[src/rtl/hrg_pkg.sv]
package hrg_pkg;
    localparam int HRG_DW   = 8;
    localparam int HRG_AW   = 24;
    localparam int VEC_NUM  = 32;
    localparam int VEC_IW   = $clog2(VEC_NUM);

    // Host-side interrupt-vector window
    localparam logic [HRG_AW-1:0] VEC_WIN_MASK  = 24'h40FFE0;
    localparam logic [HRG_AW-1:0] VEC_WIN_MATCH = 24'h00FFE0;

    // Coprocessor reach onto the host bus
    localparam logic [HRG_AW-1:0] COP_LO_MASK  = 24'h40E000;
    localparam logic [HRG_AW-1:0] COP_LO_MATCH = 24'h006000;
    localparam logic [HRG_AW-1:0] COP_HI_MASK  = 24'hF88000;
    localparam logic [HRG_AW-1:0] COP_HI_MATCH = 24'h700000;

    typedef enum logic [2:0] {
        SRC_NONE,
        SRC_ROM,
        SRC_RAM,
        SRC_VEC,
        SRC_OPEN,
        SRC_ZERO
    } hrg_src_e;

    typedef struct packed {
        hrg_src_e          src;
        logic [HRG_DW-1:0] vec;
        logic [HRG_DW-1:0] bus;
    } hrg_state_t;
endpackage

[src/rtl/hrg_vec_table.sv]
module hrg_vec_table #(
    parameter int ENTRIES = 32,
    parameter int DW      = 8,
    localparam int IW     = $clog2(ENTRIES)
) (
    input  logic          clk,
    input  logic          rst_n,
    input  logic          wr_en,
    input  logic [IW-1:0] wr_idx,
    input  logic [DW-1:0] wr_data,
    input  logic [IW-1:0] rd_idx,
    output logic [DW-1:0] rd_data
);
    logic [DW-1:0] ent_flat [ENTRIES];

    for (genvar e = 0; e < ENTRIES; e++) begin : g_entry
        logic [DW-1:0] ent_d, ent_q;

        always_comb begin
            ent_d = ent_q;
            if (wr_en && (wr_idx == IW'(e))) begin
                ent_d = wr_data;
            end
        end

        always_ff @(posedge clk) begin
            if (!rst_n) begin
                ent_q <= '0;
            end else begin
                ent_q <= ent_d;
            end
        end

        assign ent_flat[e] = ent_q;
    end

    assign rd_data = ent_flat[rd_idx];
endmodule

[src/rtl/hrg_host_decode.sv]
module hrg_host_decode
    import hrg_pkg::*;
#(
    parameter int ROM_AW      = 12,
    parameter int RAM_AW      = 11,
    parameter bit RAM_PRESENT = 1'b1
) (
    input  logic              req,
    input  logic              we,
    input  logic              rom_sel,
    input  logic              ram_sel,
    input  logic              running,
    input  logic [HRG_AW-1:0] addr,
    output hrg_src_e          src,
    output logic              rom_re,
    output logic [ROM_AW-1:0] rom_addr,
    output logic              ram_re,
    output logic              ram_we,
    output logic [RAM_AW-1:0] ram_addr
);
    logic rd_cyc, wr_cyc, vec_hit;

    assign rd_cyc  = req && !we;
    assign wr_cyc  = req && we;
    assign vec_hit = ((addr & VEC_WIN_MASK) == VEC_WIN_MATCH);

    // ROM takes priority over RAM if both selects are set.
    always_comb begin
        src    = SRC_NONE;
        rom_re = 1'b0;
        if (rd_cyc && rom_sel) begin
            if (!running) begin
                src    = SRC_ROM;
                rom_re = 1'b1;
            end else if (vec_hit) begin
                src = SRC_VEC;
            end else begin
                src = SRC_OPEN;
            end
        end else if (rd_cyc && ram_sel) begin
            src = RAM_PRESENT ? SRC_RAM : SRC_ZERO;
        end
    end

    assign rom_addr = addr[ROM_AW-1:0];

    if (RAM_PRESENT) begin : g_ram
        assign ram_re   = rd_cyc && ram_sel && !rom_sel;
        assign ram_we   = wr_cyc && ram_sel && !rom_sel;
        assign ram_addr = addr[RAM_AW-1:0];
    end else begin : g_no_ram
        assign ram_re   = 1'b0;
        assign ram_we   = 1'b0;
        assign ram_addr = '0;
    end
endmodule

[src/rtl/hrg_cop_window.sv]
module hrg_cop_window
    import hrg_pkg::*;
(
    input  logic              cop_req,
    input  logic              cop_we,
    input  logic [HRG_AW-1:0] cop_addr,
    input  logic [HRG_DW-1:0] cop_wdata,
    output logic [HRG_DW-1:0] cop_rdata,
    output logic              cop_bus_req,
    output logic              cop_bus_we,
    output logic [HRG_AW-1:0] cop_bus_addr,
    output logic [HRG_DW-1:0] cop_bus_wdata,
    input  logic [HRG_DW-1:0] cop_bus_rdata
);
    logic in_lo, in_hi, in_win;

    assign in_lo  = ((cop_addr & COP_LO_MASK) == COP_LO_MATCH);
    assign in_hi  = ((cop_addr & COP_HI_MASK) == COP_HI_MATCH);
    assign in_win = in_lo || in_hi;

    assign cop_bus_req   = cop_req && in_win;
    assign cop_bus_we    = cop_req && cop_we && in_win;
    assign cop_bus_addr  = cop_addr;
    assign cop_bus_wdata = cop_wdata;
    assign cop_rdata     = (cop_req && !cop_we && in_win) ? cop_bus_rdata : '0;
endmodule

[src/rtl/host_rom_gate.sv]
module host_rom_gate
    import hrg_pkg::*;
#(
    parameter int  ROM_SIZE    = 4096,
    parameter int  RAM_SIZE    = 2048,
    localparam int ROM_AW      = (ROM_SIZE > 1) ? $clog2(ROM_SIZE) : 1,
    localparam int RAM_AW      = (RAM_SIZE > 1) ? $clog2(RAM_SIZE) : 1,
    localparam bit RAM_PRESENT = (RAM_SIZE > 0)
) (
    input  logic              clk,
    input  logic              rst_n,
    input  logic              cop_running,
    input  logic              host_req,
    input  logic              host_we,
    input  logic              host_rom_sel,
    input  logic              host_ram_sel,
    input  logic [23:0]       host_addr,
    input  logic [7:0]        host_wdata,
    output logic [7:0]        host_rdata,
    output logic              host_rvalid,
    input  logic              vec_we,
    input  logic [4:0]        vec_idx,
    input  logic [7:0]        vec_wdata,
    output logic              rom_re,
    output logic [ROM_AW-1:0] rom_addr,
    input  logic [7:0]        rom_rdata,
    output logic              ram_re,
    output logic              ram_we,
    output logic [RAM_AW-1:0] ram_addr,
    output logic [7:0]        ram_wdata,
    input  logic [7:0]        ram_rdata,
    input  logic              cop_req,
    input  logic              cop_we,
    input  logic [23:0]       cop_addr,
    input  logic [7:0]        cop_wdata,
    output logic [7:0]        cop_rdata,
    output logic              cop_bus_req,
    output logic              cop_bus_we,
    output logic [23:0]       cop_bus_addr,
    output logic [7:0]        cop_bus_wdata,
    input  logic [7:0]        cop_bus_rdata
);
    hrg_state_t        st_d, st_q;
    hrg_src_e          dec_src;
    logic [HRG_DW-1:0] vec_rd;

    hrg_host_decode #(
        .ROM_AW      (ROM_AW),
        .RAM_AW      (RAM_AW),
        .RAM_PRESENT (RAM_PRESENT)
    ) u_decode (
        .req      (host_req),
        .we       (host_we),
        .rom_sel  (host_rom_sel),
        .ram_sel  (host_ram_sel),
        .running  (cop_running),
        .addr     (host_addr),
        .src      (dec_src),
        .rom_re   (rom_re),
        .rom_addr (rom_addr),
        .ram_re   (ram_re),
        .ram_we   (ram_we),
        .ram_addr (ram_addr)
    );

    hrg_vec_table #(
        .ENTRIES (VEC_NUM),
        .DW      (HRG_DW)
    ) u_vec (
        .clk     (clk),
        .rst_n   (rst_n),
        .wr_en   (vec_we),
        .wr_idx  (vec_idx),
        .wr_data (vec_wdata),
        .rd_idx  (host_addr[VEC_IW-1:0]),
        .rd_data (vec_rd)
    );

    hrg_cop_window u_cop (
        .cop_req       (cop_req),
        .cop_we        (cop_we),
        .cop_addr      (cop_addr),
        .cop_wdata     (cop_wdata),
        .cop_rdata     (cop_rdata),
        .cop_bus_req   (cop_bus_req),
        .cop_bus_we    (cop_bus_we),
        .cop_bus_addr  (cop_bus_addr),
        .cop_bus_wdata (cop_bus_wdata),
        .cop_bus_rdata (cop_bus_rdata)
    );

    assign ram_wdata   = host_wdata;
    assign host_rvalid = (st_q.src != SRC_NONE);

    // Response mux: memory data arrives in the cycle after its strobe.
    always_comb begin
        case (st_q.src)
            SRC_ROM:  host_rdata = rom_rdata;
            SRC_RAM:  host_rdata = ram_rdata;
            SRC_VEC:  host_rdata = st_q.vec;
            SRC_OPEN: host_rdata = st_q.bus;
            default:  host_rdata = '0;
        endcase
    end

    always_comb begin
        st_d     = st_q;
        st_d.src = dec_src;
        if (dec_src == SRC_VEC) begin
            st_d.vec = vec_rd;
        end
        if (host_rvalid) begin
            st_d.bus = host_rdata;
        end
        if (host_req && host_we) begin
            st_d.bus = host_wdata;
        end
    end

    always_ff @(posedge clk) begin
        if (!rst_n) begin
            st_q <= '{src: SRC_NONE, vec: '0, bus: '0};
        end else begin
            st_q <= st_d;
        end
    end
endmodule

[config.mk]
export PLATFORM = sky130hd
export DESIGN_NAME = host_rom_gate
export DESIGN_NICKNAME = d
export VERILOG_FILES = /design/src/rtl/hrg_pkg.sv /design/src/rtl/hrg_vec_table.sv /design/src/rtl/hrg_host_decode.sv /design/src/rtl/hrg_cop_window.sv /design/src/rtl/host_rom_gate.sv
export SDC_FILE = /design/constraint.sdc
export NUM_CORES = 1
export LEC_CHECK = 0
export ABC_AREA = 1
export BUFFER_PORTS_ARGS = -buffer_cell sky130_fd_sc_hd__buf_4
export CAP_MARGIN = 0
export CORE_AREA = 3 3 122 212
export CTS_CLUSTER_DIAMETER = 50
export DETAILED_ROUTE_END_ITERATION = 7
export DIE_AREA = 0 0 125 215
export GPL_TIMING_DRIVEN = 0
export PLACE_DENSITY_LB_ADDON = 0.08
export REMOVE_ABC_BUFFERS = 1
export SLEW_MARGIN = 20
export SYNTH_ARGS = -nofsm -noshare
export SYNTH_HDL_FRONTEND = slang
export SYNTH_HIERARCHICAL = 1
export SYNTH_SLANG_ARGS = --single-unit
[constraint.sdc]
create_clock -name clk -period 1.66 [get_ports clk]
set_input_delay 0.166 -clock clk [delete_from_list [all_inputs] [get_ports clk]]
set_output_delay 0.166 -clock clk [all_outputs]
set_load 0.1 [all_outputs]
## Word level (Yosys, flattened, before mapping)

Cells that the tools add are included.

- Eq/ne operators: 39
- Order comparisons: 1
- Muxes and demuxes: 13
- Reduce and logical (&&, ||, !) cells: 51
- Bitwise logic cells: 1

Operators by type and width:

| cell | count |
|---|---|
| $eq A5 B5 Y1 const B | 16 |
| $logic_and A1 B1 Y1 | 44 |
| $bmux W8 S5 | 1 |
| $eq A5 B4 Y1 const B | 8 |
| $mux W8 | 5 |
| $pmux W8 S4 | 1 |
| $eq A5 B3 Y1 const B | 4 |
| $eq A12 B11 Y1 const B | 1 |
| $eq A5 B2 Y1 const B | 2 |
| $eq A3 B2 Y1 const B | 3 |
| $mux W3 | 3 |
| $eq A6 B5 Y1 const B | 1 |
| $ge A6 B6 Y1 const B | 1 |
| $not A5 Y6 | 1 |
| $eq A5 B1 Y1 const B | 1 |
| $logic_not A5 Y1 | 1 |
| $eq A4 B2 Y1 const B | 1 |
| $eq A3 B1 Y1 const B | 1 |
| $eq A3 B3 Y1 const B | 1 |
| $logic_not A1 Y1 | 3 |
| $reduce_bool A3 Y1 | 1 |
| $mux W1 | 2 |
| $mux W2 | 1 |
| $reduce_bool A2 Y1 | 1 |
| $logic_or A1 B1 Y1 | 1 |

- Logic and storage cells: 140
- Output and inout bits: 85
- Register bits: 275
- Bits of input ports: 111

## Depth between registers and ports, before layout

- Depth in word-level cells: 6
- Gate-level depth with buffers: 13
- Mapped depth without buffers: 11

## Hierarchy

The synthesis kept the hierarchy.

By module, submodules not included:

| module | sequential area each (sq um) | times used | cells each | area each (sq um) |
|---|---|---|---|---|
| hrg_vec_table | 5124.9 | 1 | 1793 | 12031.5 |
| host_rom_gate | 380.4 | 1 | 182 | 1257.5 |
| hrg_cop_window | 0.0 | 1 | 64 | 372.9 |
| hrg_host_decode | 0.0 | 1 | 50 | 301.5 |

## Worst setup path before layout

OpenSTA, ideal clock, no wires.

- Path kind: in2out
- Start point: input port cop_addr[19]
- End point: output port cop_rdata[0]
- Required time: 1.494 ns
- Slack: -0.259 ns
- Cell stages on the path: 5
- Path buffers: 0
- Arrival time: 1.753 ns
- Path through: nor2_1 > nand3_1 > nand2_2 > nand2_4 > nor2_1

- Cells in the longest elaborated chain, start to end: 4

Ends and longest elaborated chain:

| item | RTL line | text |
|---|---|---|
| from (decl) | host_rom_gate.sv:34 | `input logic [23:0] cop_addr,` |
| $eq A6 B5 Y1 | hrg_cop_window.sv:18 | `assign in_hi = ((cop_addr & COP_HI_MASK) == COP_HI_MATCH);` |
| $logic_or A1 B1 Y1 | hrg_cop_window.sv:19 | `assign in_win = in_lo \|\| in_hi;` |
| $logic_and A1 B1 Y1 | hrg_cop_window.sv:25 | `assign cop_rdata = (cop_req && !cop_we && in_win) ? cop_bus_rdata : '0;` |
| $mux W8 | hrg_cop_window.sv:25 |  |
| to (decl) | host_rom_gate.sv:36 | `output logic [7:0] cop_rdata,` |

No other way between the ends.

## Final worst setup path

- Start point: register st_q[16] in the netlist's numbering
- End point: output port host_rdata[6]

- Cells in the longest elaborated chain, start to end: 2
- Elaborated cells between the ends (all ways): 5
- Classes of those cells: 4 x eq/ne; 1 x mux

Ends and longest elaborated chain:

| item | RTL line | text |
|---|---|---|
| from (decl) | host_rom_gate.sv:43 | `hrg_state_t st_d, st_q;` |
| from (signal assigned) | host_rom_gate.sv:122 | `st_q <= '{src: SRC_NONE, vec: '0, bus: '0};` |
| from (signal assigned) | host_rom_gate.sv:124 | `st_q <= st_d;` |
| $eq A3 B3 Y1 (tied with other cells) | host_rom_gate.sv:97 | `case (st_q.src)` |
| $pmux W8 S4 * | host_rom_gate.sv:97 |  |
| to (decl) | host_rom_gate.sv:19 | `output logic [7:0] host_rdata,` |

Every way passes the cells marked *; elsewhere a longest branch is shown, timed or not.

==> metrics <==
outcome=complete, but fails checks; failing checks=setup timing; HP Class=in2reg; Num CTS Buffers=25; Setup WS post-layout=-220 ps; Peak Freq=roughly 530 MHz; RSZ-0062 raised after global routing=true; H-tree Lvls=1; most common cell after layout, fill and taps aside=nand2_1; clk_lat worst skew=roughly 540 ps; Critical Path Source Type=register; post-layout util=around 66%; WHS Path Cells=5; Yosys cell types=28; register area=about 5500 um2; Area Growth Syn to Fin=13.8%; DP Wirelength=around 25 mm; # diodes=0; register area share after synthesis=about two fifths; crit-path max FO=8; via count=around 14,000; Rows=75; Vias/cell=between 5 and 6; reg-to-reg startpoint=st_q[16]; clock root buffer=clkbuf_16; Cell Area, Synth=14,000 um2; Arr. time, crit path=about 1700 ps; Setup CP Type=reg2out; fin crit period=approximately 1900 ps; # nets final=around 2,200; Least-Margin Pin Slew=809 ps; final hold vios=0; fraction of layout cells with a size suffix above 1=between 10% and 20%; Mapped Cells=about 2,100; Routed Antenna Nets=0; HP Start=host_wdata[5]; DIE WIDTH=between 100 and 150 um; multi-input logic area=approximately 7100 um2; clock skew=about 12 ps; largest net degree at the start of global routing=roughly 130; Worst Hold Path EP=st_q[5]; WHS=33.7 ps; TritonCTS Sinks=275; first-pass GRT wire length=between 60 and 70 mm; Ys Warns=6; Avg WL per Cell=about 18 um; period utilization=113%; most frequent cells in the layout=nand2_1 (622), nand3_1 (390), dfxtp_1 (272); pwr dens=947 nW/um2; syn avg cell area=between 6 and 7 um2; fin. max-slew vios=0; die footprint=approximately 27,000 um2; CTS tree=done; slew margin rel.=~46%; # setup viols final=12; core area=approximately 24,000 um2; Pre-antenna DRT Iters=6; Die Y=around 220 um; antenna violations before repair=0; worst reg2reg endpoint=st_q[5]; Pleak=6.15 nW; Port Buffers=140; worst vdd rail ir drop=~0.00087 V; Final Total Pwr=between 15 and 20 mW; Max-cap violations=0; RD Place Congestion=0.868; Ports=about 200; #FFs+latches synth=275; crit path from=st_q[16]; Req. time, crit path=between 1000 and 1500 ps; Clock Pin Slew Worst Setup and Hold Paths=approximately 60 ps; number of global-route vias before repair=~13,000; Reg2Reg Setup Slack=-10 ps; CP Capture Type=primary output; worst-case reg-to-reg path depth=10; GRT overflow=0; Filler cells=2,251; drt first-iter violations=roughly 1,300; detailed-route wire length=around 45 mm; DRC violations left=0; Clock Tree Buf Depth=3; initial core utilization=between 50% and 60%; GRT Total Usage=30.8%
## kinds of logic (layout without fill, tap and decap cells)
kind of cell	count (synthesis)	in the layout	synth area share [%]
AND/OR/NAND/NOR	1232	1233	38.8
AO/OA/AOI/OAI	298	298	10.9
buffers and inverters	284	301	10.8
flip-flops	275	275	39.4
## per-stage QoR
stage | area, um2 | instances | setup slack (ps) | setup TNS [ps]
finish | 15900 | 2415 | -220 | -1780
global route | 15900 | 2415 | -266 | -2600
CTS | 15700 | 2408 | -194 | -1650
detailed placement | 14400 | 2331 | -870 | -70410
global placement | 14200 | 2324 | -3910 | -933140
floorplan | 12700 | 1876 | -1710 | -377260
## flip-flops by register name (all words and copies together), names as in the netlist
signal,cells
u_vec/g_entry.ent_q,256
st_q,19
## cell type report
class | instances | share of cell area (%)
multi-input cells | 1531 | 44.6
flip-flops and latches | 275 | 34.7
repair buffers | 183 | 10.6
clock buffers | 35 | 4.61
well taps | 308 | 2.43
inverters | 71 | 2.01
clock inverters | 10 | 0.977
repair inverters | 2 | 0.102
## power breakdown
part	switching (mW)	leakage, nW	internal, mW
Combinational	1.54	3.49	0.520
Clock	2.59	0.434	3.70
Sequential	0.0407	2.22	6.66
Total	4.17	6.15	10.9
## cell usage after synthesis
library cell,instances,area [um2]
inv_2,10,37.5
dfxtp_1,275,5510
o21ai_1,7,35.0
nor2_1,148,556
nor2_8,8,160
nand3_1,397,1990
o21bai_1,8,60.1
buf_1,7,26.3
inv_6,1,8.76
a21oi_1,208,1040
nor2_4,1,11.3
buf_2,46,230
buf_4,78,586
or2_1,2,12.5
nand3_4,1,17.5
inv_1,60,225
o21ai_2,2,17.5
nand4_1,32,200
nor2_2,10,62.6
nand2_4,2,22.5
a21oi_2,1,8.76
nand2_1,622,2330
clkbuf_1,70,263
nand2_2,7,43.8
and3_1,1,6.26
nand3_2,1,10.0
o21ai_0,72,360
buf_6,12,135
## critical path, stage by stage (launching register included)
cell	delay, ps
dfxtp_4	370
buf_12	120
clkinvlp_4	160
nand4_1	170
nand4_1	150
buf_12	210
## layer usage
layer / track usage, % / vias to the layer above / wire length (um) / part of all wire (%)
met3: 4.22 / 122 / 3480 / 7.8
met2: 54.2 / 710 / 22000 / 49
li1: - / 6809 / - / -
met4: 15.4 / 0 / 2410 / 5.4
met1: 36.4 / 6617 / 16700 / 37
met5: 0 / - / 0 / 0
## worst max path at each step
| stage | slack (ps) | to | cells after the start |
|---|---|---|---|
| after global placement | -3910 | st_q[13] | 12 |
| after floorplan | -1710 | u_vec/g_entry[16].ent_q[0] | 5 |
| final | -220 | host_rdata[6] | 5 |
| after global routing | -270 | host_rdata[6] | 5 |
| after CTS | -190 | host_rdata[2] | 6 |
| after detailed placement | -870 | st_q[13] | 11 |
## repair_timing
item                                   in CTS  in global routing
cloned                                      2                  1
endpoints found under the hold margin       8                  0
hold buffers                                9                  0
buffers inserted                           21                  7
pin swaps                                   9                 20
resized for setup                          47                 30
setup endpoints to repair                  25                 93
Power figures use the tool's default switching activity.
